File: src/rtl/fpadd_pkg.sv
package fpadd_pkg;

  // operand class after decoding the exponent and fraction fields
  typedef enum logic [1:0] {
    K_ZERO = 2'd0,
    K_NORM = 2'd1,
    K_INF  = 2'd2,
    K_NAN  = 2'd3
  } fp_kind_e;

  // number of extra low bits kept below the significand: guard, round, sticky
  localparam int unsigned XTRA = 3;

endpackage

File: src/rtl/fpadd_classify.sv
module fpadd_classify
  import fpadd_pkg::*;
#(
  parameter int unsigned EXP_W  = 8,
  parameter int unsigned FRAC_W = 23
) (
  input  logic [EXP_W+FRAC_W:0] word,
  input  logic                  flip,
  output logic                  sgn,
  output logic [EXP_W-1:0]      expo,
  output logic [FRAC_W:0]       sig,
  output fp_kind_e              kind
);
  localparam logic [EXP_W-1:0] EMAX = {EXP_W{1'b1}};

  logic [FRAC_W-1:0] frac;

  always_comb begin
    sgn  = word[EXP_W+FRAC_W] ^ flip;
    expo = word[EXP_W+FRAC_W-1:FRAC_W];
    frac = word[FRAC_W-1:0];
    sig  = {1'b1, frac};
    if (expo == '0)        kind = K_ZERO;  // subnormals fold into zero
    else if (expo != EMAX) kind = K_NORM;
    else if (frac == '0)   kind = K_INF;
    else                   kind = K_NAN;
  end

endmodule

File: src/rtl/fpadd_align.sv
module fpadd_align
  import fpadd_pkg::*;
#(
  parameter int unsigned EXP_W  = 8,
  parameter int unsigned FRAC_W = 23,
  localparam int unsigned SIG_W = FRAC_W + 1,
  localparam int unsigned WX    = SIG_W + XTRA
) (
  input  logic             sa,
  input  logic [EXP_W-1:0] ea,
  input  logic [SIG_W-1:0] ma,
  input  logic             sb,
  input  logic [EXP_W-1:0] eb,
  input  logic [SIG_W-1:0] mb,
  output logic             s_big,
  output logic [EXP_W-1:0] e_big,
  output logic [WX-1:0]    big_x,
  output logic [WX-1:0]    small_x,
  output logic             eff_sub
);
  logic             swap;
  logic [EXP_W-1:0] e_small, diff;
  logic [SIG_W-1:0] m_big, m_small;
  logic [WX-1:0]    ext, shifted, lost;
  logic             sticky;

  always_comb begin
    swap    = {eb, mb} > {ea, ma};
    s_big   = swap ? sb : sa;
    e_big   = swap ? eb : ea;
    m_big   = swap ? mb : ma;
    e_small = swap ? ea : eb;
    m_small = swap ? ma : mb;
    eff_sub = sa ^ sb;
    diff    = e_big - e_small;
    big_x   = {m_big, {XTRA{1'b0}}};
    ext     = {m_small, {XTRA{1'b0}}};
    if (int'(diff) >= int'(WX)) begin
      shifted = '0;
      lost    = ext;
    end else begin
      shifted = ext >> diff;
      lost    = ext & ~({WX{1'b1}} << diff);
    end
    sticky  = |lost;
    small_x = shifted | {{(WX-1){1'b0}}, sticky};
  end

endmodule

File: src/rtl/fpadd_sumnorm.sv
module fpadd_sumnorm
  import fpadd_pkg::*;
#(
  parameter int unsigned EXP_W  = 8,
  parameter int unsigned FRAC_W = 23,
  localparam int unsigned SIG_W = FRAC_W + 1,
  localparam int unsigned WX    = SIG_W + XTRA,
  localparam int unsigned LZW   = $clog2(WX + 1),
  localparam int unsigned EW2   = EXP_W + 2
) (
  input  logic                  s_big,
  input  logic [EXP_W-1:0]      e_big,
  input  logic [WX-1:0]         big_x,
  input  logic [WX-1:0]         small_x,
  input  logic                  eff_sub,
  output logic [EXP_W+FRAC_W:0] res_word,
  output logic                  ovf,
  output logic                  unf
);
  localparam logic [EXP_W-1:0]     EMAX   = {EXP_W{1'b1}};
  localparam logic signed [EW2-1:0] EMAX_S = EW2'(EMAX);
  localparam logic signed [EW2-1:0] ZERO_S = '0;

  logic [WX:0]             sum;
  logic [LZW-1:0]          lz;
  logic [WX-1:0]           norm;
  logic signed [EW2-1:0]   e_n, e_f;
  logic [SIG_W-1:0]        keep, sig_f;
  logic [SIG_W:0]          rnd;
  logic                    up, is_zero;

  always_comb begin
    sum = eff_sub ? ({1'b0, big_x} - {1'b0, small_x})
                  : ({1'b0, big_x} + {1'b0, small_x});
    is_zero = (sum == '0);
    lz = '0;
    for (int i = 0; i < int'(WX); i++) begin
      if (sum[i]) lz = LZW'(int'(WX) - 1 - i);
    end
    if (sum[WX]) begin
      norm = {sum[WX:2], |sum[1:0]};
      e_n  = EW2'(e_big) + EW2'(1);
    end else begin
      norm = sum[WX-1:0] << lz;
      e_n  = EW2'(e_big) - EW2'(lz);
    end
    // round to nearest, ties to even
    keep = norm[WX-1:XTRA];
    up   = norm[XTRA-1] & ((|norm[XTRA-2:0]) | keep[0]);
    rnd  = {1'b0, keep} + {{SIG_W{1'b0}}, up};
    if (rnd[SIG_W]) begin
      sig_f = rnd[SIG_W:1];
      e_f   = e_n + EW2'(1);
    end else begin
      sig_f = rnd[SIG_W-1:0];
      e_f   = e_n;
    end
    ovf = !is_zero && (e_f >= EMAX_S);
    unf = !is_zero && (e_f <= ZERO_S);
    if (is_zero)  res_word = '0;
    else if (ovf) res_word = {s_big, EMAX, {FRAC_W{1'b0}}};
    else if (unf) res_word = {s_big, {(EXP_W+FRAC_W){1'b0}}};
    else          res_word = {s_big, e_f[EXP_W-1:0], sig_f[FRAC_W-1:0]};
  end

  // a nonzero sum always leaves normalization with its leading 1 on top
  always_comb begin
    if (!is_zero) begin
      assert_norm_msb_R5: assert (norm[WX-1]) else $error("normalizer left MSB clear");
      assert_round_msb_R6: assert (sig_f[SIG_W-1]) else $error("rounded significand lost hidden bit");
    end
  end

endmodule

File: src/rtl/fp32_addsub.sv
module fp32_addsub
  import fpadd_pkg::*;
#(
  parameter int unsigned EXP_W  = 8,
  parameter int unsigned FRAC_W = 23,
  localparam int unsigned W     = 1 + EXP_W + FRAC_W,
  localparam int unsigned SIG_W = FRAC_W + 1,
  localparam int unsigned WX    = SIG_W + XTRA
) (
  input  logic         clk,
  input  logic         rst_n,
  input  logic         in_valid,
  input  logic [W-1:0] op_a,
  input  logic [W-1:0] op_b,
  input  logic         sub_sel,
  output logic         out_valid,
  output logic [W-1:0] result,
  output logic         ovf_flag,
  output logic         unf_flag
);
  localparam logic [EXP_W-1:0] EMAX = {EXP_W{1'b1}};
  localparam logic [W-1:0] QNAN = {1'b0, EMAX, 1'b1, {(FRAC_W-1){1'b0}}};

  logic rst_meta, rst_q;

  logic             sa, sb;
  logic [EXP_W-1:0] ea, eb, e_big;
  logic [SIG_W-1:0] ma, mb;
  fp_kind_e         ka, kb;
  logic             s_big, eff_sub;
  logic [WX-1:0]    big_x, small_x;
  logic [W-1:0]     arith_word;
  logic             arith_ovf, arith_unf;

  logic [W-1:0] nxt_result, result_q;
  logic         nxt_ovf, nxt_unf, ovf_q, unf_q, valid_q;

  fpadd_classify #(.EXP_W(EXP_W), .FRAC_W(FRAC_W)) u_cls_a (
    .word(op_a), .flip(1'b0), .sgn(sa), .expo(ea), .sig(ma), .kind(ka));

  fpadd_classify #(.EXP_W(EXP_W), .FRAC_W(FRAC_W)) u_cls_b (
    .word(op_b), .flip(sub_sel), .sgn(sb), .expo(eb), .sig(mb), .kind(kb));

  fpadd_align #(.EXP_W(EXP_W), .FRAC_W(FRAC_W)) u_align (
    .sa(sa), .ea(ea), .ma(ma), .sb(sb), .eb(eb), .mb(mb),
    .s_big(s_big), .e_big(e_big), .big_x(big_x), .small_x(small_x),
    .eff_sub(eff_sub));

  fpadd_sumnorm #(.EXP_W(EXP_W), .FRAC_W(FRAC_W)) u_sum (
    .s_big(s_big), .e_big(e_big), .big_x(big_x), .small_x(small_x),
    .eff_sub(eff_sub), .res_word(arith_word), .ovf(arith_ovf), .unf(arith_unf));

  // next-state selection: specials, then zero check, then arithmetic
  always_comb begin
    nxt_ovf = 1'b0;
    nxt_unf = 1'b0;
    if (ka == K_NAN || kb == K_NAN || (ka == K_INF && kb == K_INF && sa != sb))
      nxt_result = QNAN;
    else if (ka == K_INF)
      nxt_result = {sa, EMAX, {FRAC_W{1'b0}}};
    else if (kb == K_INF)
      nxt_result = {sb, EMAX, {FRAC_W{1'b0}}};
    else if (ka == K_ZERO)
      nxt_result = (kb == K_ZERO) ? {sb, {(W-1){1'b0}}} : {sb, op_b[W-2:0]};
    else if (kb == K_ZERO)
      nxt_result = {sa, op_a[W-2:0]};
    else begin
      nxt_result = arith_word;
      nxt_ovf    = arith_ovf;
      nxt_unf    = arith_unf;
    end
  end

  // reset: asynchronous assertion, synchronous release
  always_ff @(posedge clk or negedge rst_n) begin
    if (!rst_n) begin
      rst_meta <= 1'b0;
      rst_q    <= 1'b0;
    end else begin
      rst_meta <= 1'b1;
      rst_q    <= rst_meta;
    end
  end

  always_ff @(posedge clk or negedge rst_q) begin
    if (!rst_q) begin
      valid_q  <= 1'b0;
      result_q <= '0;
      ovf_q    <= 1'b0;
      unf_q    <= 1'b0;
    end else begin
      valid_q <= in_valid;
      if (in_valid) begin
        result_q <= nxt_result;
        ovf_q    <= nxt_ovf;
        unf_q    <= nxt_unf;
      end
    end
  end

  assign out_valid = valid_q;
  assign result    = result_q;
  assign ovf_flag  = ovf_q;
  assign unf_flag  = unf_q;

  assert_valid_R12: assert property (@(posedge clk) disable iff (!rst_q)
    in_valid |=> out_valid);
  assert_idle_R12: assert property (@(posedge clk) disable iff (!rst_q)
    !in_valid |=> (!out_valid && $stable(result)));
  assert_ovf_inf_R7: assert property (@(posedge clk) disable iff (!rst_q)
    ovf_q |-> (result_q[W-2:0] == {EMAX, {FRAC_W{1'b0}}}));
  assert_unf_zero_R8: assert property (@(posedge clk) disable iff (!rst_q)
    unf_q |-> (result_q[W-2:0] == '0));
  assert_flag_excl_R7: assert property (@(posedge clk) disable iff (!rst_q)
    !(ovf_q && unf_q));
  assert_qnan_R10: assert property (@(posedge clk) disable iff (!rst_q)
    (result_q[W-2:FRAC_W] == EMAX && result_q[FRAC_W-1:0] != '0) |-> (result_q == QNAN));

endmodule

File: config.mk
export PLATFORM = sky130hd
export DESIGN_NAME = fp32_addsub
export DESIGN_NICKNAME = d
export VERILOG_FILES = /design/src/rtl/fpadd_pkg.sv /design/src/rtl/fpadd_classify.sv /design/src/rtl/fpadd_align.sv /design/src/rtl/fpadd_sumnorm.sv /design/src/rtl/fp32_addsub.sv
export SDC_FILE = /design/constraint.sdc
export NUM_CORES = 1
export LEC_CHECK = 0
export ABC_AREA = 1
export CORE_ASPECT_RATIO = 0.75
export CORE_MARGIN = 3
export CORE_UTILIZATION = 56
export DETAILED_ROUTE_END_ITERATION = 10
export HOLD_SLACK_MARGIN = 0.03
export PLACE_DENSITY = 0.88
export SLEW_MARGIN = 40
export SYNTH_ARGS = -nofsm -noshare
export SYNTH_HDL_FRONTEND = slang
export SYNTH_HIERARCHICAL = 1
export SYNTH_SLANG_ARGS = --single-unit
File: constraint.sdc
create_clock -name clk -period 1.2 [get_ports clk]
set_input_delay 0.12 -clock clk [delete_from_list [all_inputs] [get_ports clk]]
set_output_delay 0.12 -clock clk [all_outputs]
set_load 0.01 [all_outputs]
==> results of run 1 <==
[Yosys cell counts (27+ instances only)]
master / number
o21ai_1: 50
nand2_1: 816
nor2_1: 216
dfrtp_1: 37
nand4_1: 37
o21ai_0: 118
ha_1: 69
inv_1: 273
nand2_2: 37
clkbuf_1: 27
nand3_1: 331
buf_4: 80
xor2_1: 32
a21oi_1: 75
buf_2: 29
[per-layer routing]
metal | global-route usage, % | overflow
met3 | 86.3 | 63
met4 | 92.4 | 170
met2 | 99.6 | 404
met1 | 90.2 | 71
met5 | 65.5 | 9
[what timing repair did]
action / CTS
hold buffers: 1
endpoints found under the setup margin: 69
endpoints found under the hold margin: 2
gates cloned: 3
pin swaps: 158
gates resized for setup: 604
buffers inserted: 67
[cell families after synthesis]
| family | Yosys count | share of synthesized area (%) |
|---|---|---|
| other | 5 | 0.141 |
| buffers and inverters | 454 | 16.2 |
| AND/OR/NAND/NOR | 1575 | 53.5 |
| flip-flops | 37 | 6.95 |
| adder cells (fa/ha/maj) | 71 | 6.78 |
| AO/OA/AOI/OAI | 289 | 12.1 |
| XOR/XNOR | 58 | 4.32 |
[stage by stage]
step,cell area [sq um],instances,hold WS [ns]
3_3_place_gp,18500,3317,0.289
3_5_place_dp,18500,3317,0.298
2_1_floorplan,13700,2491,-0.176
4_1_cts,20300,3395,0.325
==> metrics.yaml, run 1 <==
grt_pass1_wl_mm: 184
netlist_instances: 2489
synth_edf_count: 0
netlist_area_sq_mm: 0.0133
ys_ff_latch: 37
yosys.area.top_type: "nand2_1"
status: "stopped before the end"
track_usage_pct: 91.6
grt_overflow: 717
ys_seq_area_share_pct: 6.95
async_flop_share_pct: 100
netlist.area_leader.share_pct: 23.0
lastStage: "5_1_grt"
grt_start_max_net_pins: 59
clock-sinks: 37
place_ws_ns: -10.31
ys.warnings.count: 6
synth_area_leaders: "nand2_1, nand3_1, inv_1"
gp_congestion: 1.22
clk_path_buf_depth: 2
firstError: "[ERROR GRT-0116] Global routing finished with congestion. Check the congestion regions in the DRC Viewer."
syn_avg_cell_area_sq_um: 5.35
dieWidth_um: 184
placementRows: 48
yosysUniqueCellTypes: 68
start_util_pct: 57.5
ioPinCount: 103
h-tree-depth: 2
first_global_vias: 28865
cts_root_buffer: "clkbuf_16"
fp.dieH_um: 140
synthFlopType: "dfrtp_1"
io_buffers: 102
numCtsBuffers: 5
dp_hpwl_mm: 51.8
==> run 2: changes to the inputs <==
- CORE_ASPECT_RATIO: 0.75 -> unset
- CORE_UTILIZATION: 56 -> 40
- HOLD_SLACK_MARGIN: 0.03 -> unset
- PLACE_DENSITY: 0.88 -> unset
- PLACE_DENSITY_LB_ADDON: unset -> 0.15
- clock period: 1.2 -> 1.55 ns (I/O delays scaled with it)
==> run 2 against run 1 <==
Effect of this change:
- the flow now finishes, with violations (setup timing)
- synthesized cell count unchanged
- synthesized area unchanged
==> metrics.yaml, run 2 <==
cp_slowest_stage_delay_ns: 0.31
powerDensity_mw_per_mm2: 2040
worstSkewPairLatency_ns: 0.28
antenna_found_initial: 1
drtAntennaViolNets: 0
fmax_mhz: 102
p_leak_nw: 10.9
finalNetCount: 3237
cp_slowest_cell: "a221oi_2"
min_path_type: "flip-flop to async pin"
final_common_cell: "nand2_1"
netlist_instances: 2489  # unchanged
via_per_inst: 5.24
area_growth_pct: 56.0
slew_viol_final: 0
grt_setup_unrepaired: "yes"
worst_pin_slew_ns: 0.750
yosysUniqueCellTypes: 68  # unchanged
cp_max_fo: 8
path_class: "input pin to flip-flop"
layout-drive-gt1-share_pct: 38.5
violations: "setup timing"
fin_cells: 3541
yosys-top-cells-count: "nand2_1, nand3_1, inv_1, nor2_1, o21ai_0"
end_kind: "flip-flop"
wl_per_cell_um: 17.6
multi_input_area_sq_mm: 0.0119
status: "finished with violations"
drtIter0Drc: 1401
cpMostUsedCell: "nand2_1"
track_usage_pct: 33.4
drc: 0
cts_tree: "done"
cp.required_ns: 1.72
final_cell_mix: "nand2_1, buf_4, nand3_1"
ys.warnings.count: 6  # unchanged
yosys.area.top_type: "nand2_1"
hold_viol_final: 0
fp.dieH_um: 189  # +35%
dp_hpwl_mm: 50.7  # -2.1%
first_global_vias: 17792
core_sq_mm: 0.0327
first_pass_iters: 6
critPathLaunchType: "input pin"
r2r_slack_ns: 0.65
async_flop_share_pct: 100  # unchanged
syn_avg_cell_area_sq_um: 5.35  # unchanged
ys_seq_area_share_pct: 6.95  # unchanged
yosysMostFrequentCell: "nand2_1"
path_clk_slew_ns: 0.06
h-tree-depth: 2  # unchanged
largest_reg_flops: 32
seq_area_sq_um: 926
cts_root_buffer: "clkbuf_16"
finalWorstSetupSlack_ns: -8.24
num_vias: 18561
place_inst: 3480  # +4.9%
irDropWorstVdd_mv: 1.53
layout_min_cycle_time_ns: 9.79
wl_mm: 62.2
synth_area_leaders: "nand2_1, nand3_1, inv_1"
r2r_start: "result[26]"
slew_headroom_pct: 49.5
numCtsBuffers: 5  # unchanged
max-cap-violations: 0
startpoint: "op_a[11]"
synth_edf_count: 0  # unchanged
netlist.area_leader.share_pct: 23.0  # unchanged
setup_tns_ns: -276.27
gp_congestion: 1.01  # -17%
clk_path_buf_depth: 2  # unchanged
finalCritPeriodShare_pct: 632
io_buffers: 102  # unchanged
setup_violations: 34
dieArea_sq_mm: 0.0355
grt_start_max_net_pins: 62
n_fill_cell: 3191
placementRows: 66  # +38%
ioPinCount: 103  # unchanged
dieWidth_um: 189  # +2.4%
clock-sinks: 37  # unchanged
start_util_pct: 40.8  # -17 points
critPathArrivalTime_ns: 9.96
synthFlopType: "dfrtp_1"
ys_ff_latch: 37  # unchanged
grt_pass1_wl_mm: 95.4
grt_overflow: 0
netlist_area_sq_mm: 0.0133  # unchanged
skew_ns: 0.00376
n_antenna_cell: 0
[run 2: cells by family (layout without fill, tap and decap cells)]
| kind of cell | after synthesis | in the layout | synth area share [%] |
|---|---|---|---|
| compound gates | 289 | 289 | 12.1 |
| xor+xnor | 58 | 58 | 4.32 |
| fa+ha+maj | 71 | 71 | 6.78 |
| buf+inv | 454 | 1061 | 16.2 |
| flops | 37 | 37 | 6.95 |
| other cells | 5 | 7 | 0.141 |
| simple gates | 1575 | 1576 | 53.5 |
[run 2: what timing repair did]
| item | in CTS | in global routing |
|---|---|---|
| gates resized for setup | 369 | 260 |
| setup buffers | 34 | 21 |
| pin swaps | 135 | 144 |
| gates cloned | 2 | 0 |
| hold buffers | 0 | 0 |
| endpoints found under the setup margin | 34 | 34 |
[run 2: worst max-delay path: cells and delay by family]
kind / cells / cell delay (ns)
AND/OR/NAND/NOR: 45 / 5.01
AO/OA/AOI/OAI: 12 / 2.04
buffers and inverters: 14 / 1.33
adder cells (fa/ha/maj): 4 / 0.95
XOR/XNOR: 3 / 0.46
[run 2: final cells by class]
cell class,instances,share of cell area [%]
well taps,442,2.66
flip-flops and latches,37,4.45
repair buffers,757,29.0
clock buffers,6,0.668
inverters,296,5.66
multi-input cells,2001,57.4
clock inverters,2,0.181
[run 2: routing by layer]
layer / global-route usage, % / share of wire, % / vias up
met3: 2.34 / 5.9 / 131
met2: 55.7 / 45 / 695
li1: - / - / 9172
met1: 45.6 / 44 / 8561
met4: 11.7 / 4.5 / 2
met5: 0 / 0.021 / -
[run 2: worst paths after layout]
kind / end / cells after the start
max: result[7] / 78
min: result[19] / 0
max reg2reg: result[26] / 3
min reg2reg: result[19] / 0
max in group asynchronous: result[25] / 1
min in group clk: rst_q / 0
[run 2: where the power goes]
group	total, W	leakage, nW	internal (W)	switching (W)
logic	0.0394	10.4	0.0175	0.0219
registers	0.00170	0.444	0.00139	0.000305
clock network	0.00123	0.0831	0.000803	0.000425
total	0.0423	10.9	0.0197	0.0226
[run 2: per-stage QoR]
| step | total power [W] | util (%) | area (sq um) | hold WS [ns] | worst slack (ns) |
|---|---|---|---|---|---|
| 2_1_floorplan | 0.0218 | - | 13700 | -0.141 | -7.54 |
| 3_3_place_gp | 0.0367 | 57.7 | 18900 | 0.0121 | -9.13 |
| 3_5_place_dp | 0.0369 | 57.7 | 18900 | 0.0166 | -9.31 |
| 4_1_cts | 0.0397 | 60.8 | 19900 | 0.0170 | -8.05 |
| 5_1_grt | 0.0458 | 63.6 | 20800 | 0.0343 | -8.91 |
| 6_report | 0.0423 | 63.6 | 20800 | 0.0158 | -8.24 |
Power figures use the tool's default switching activity.
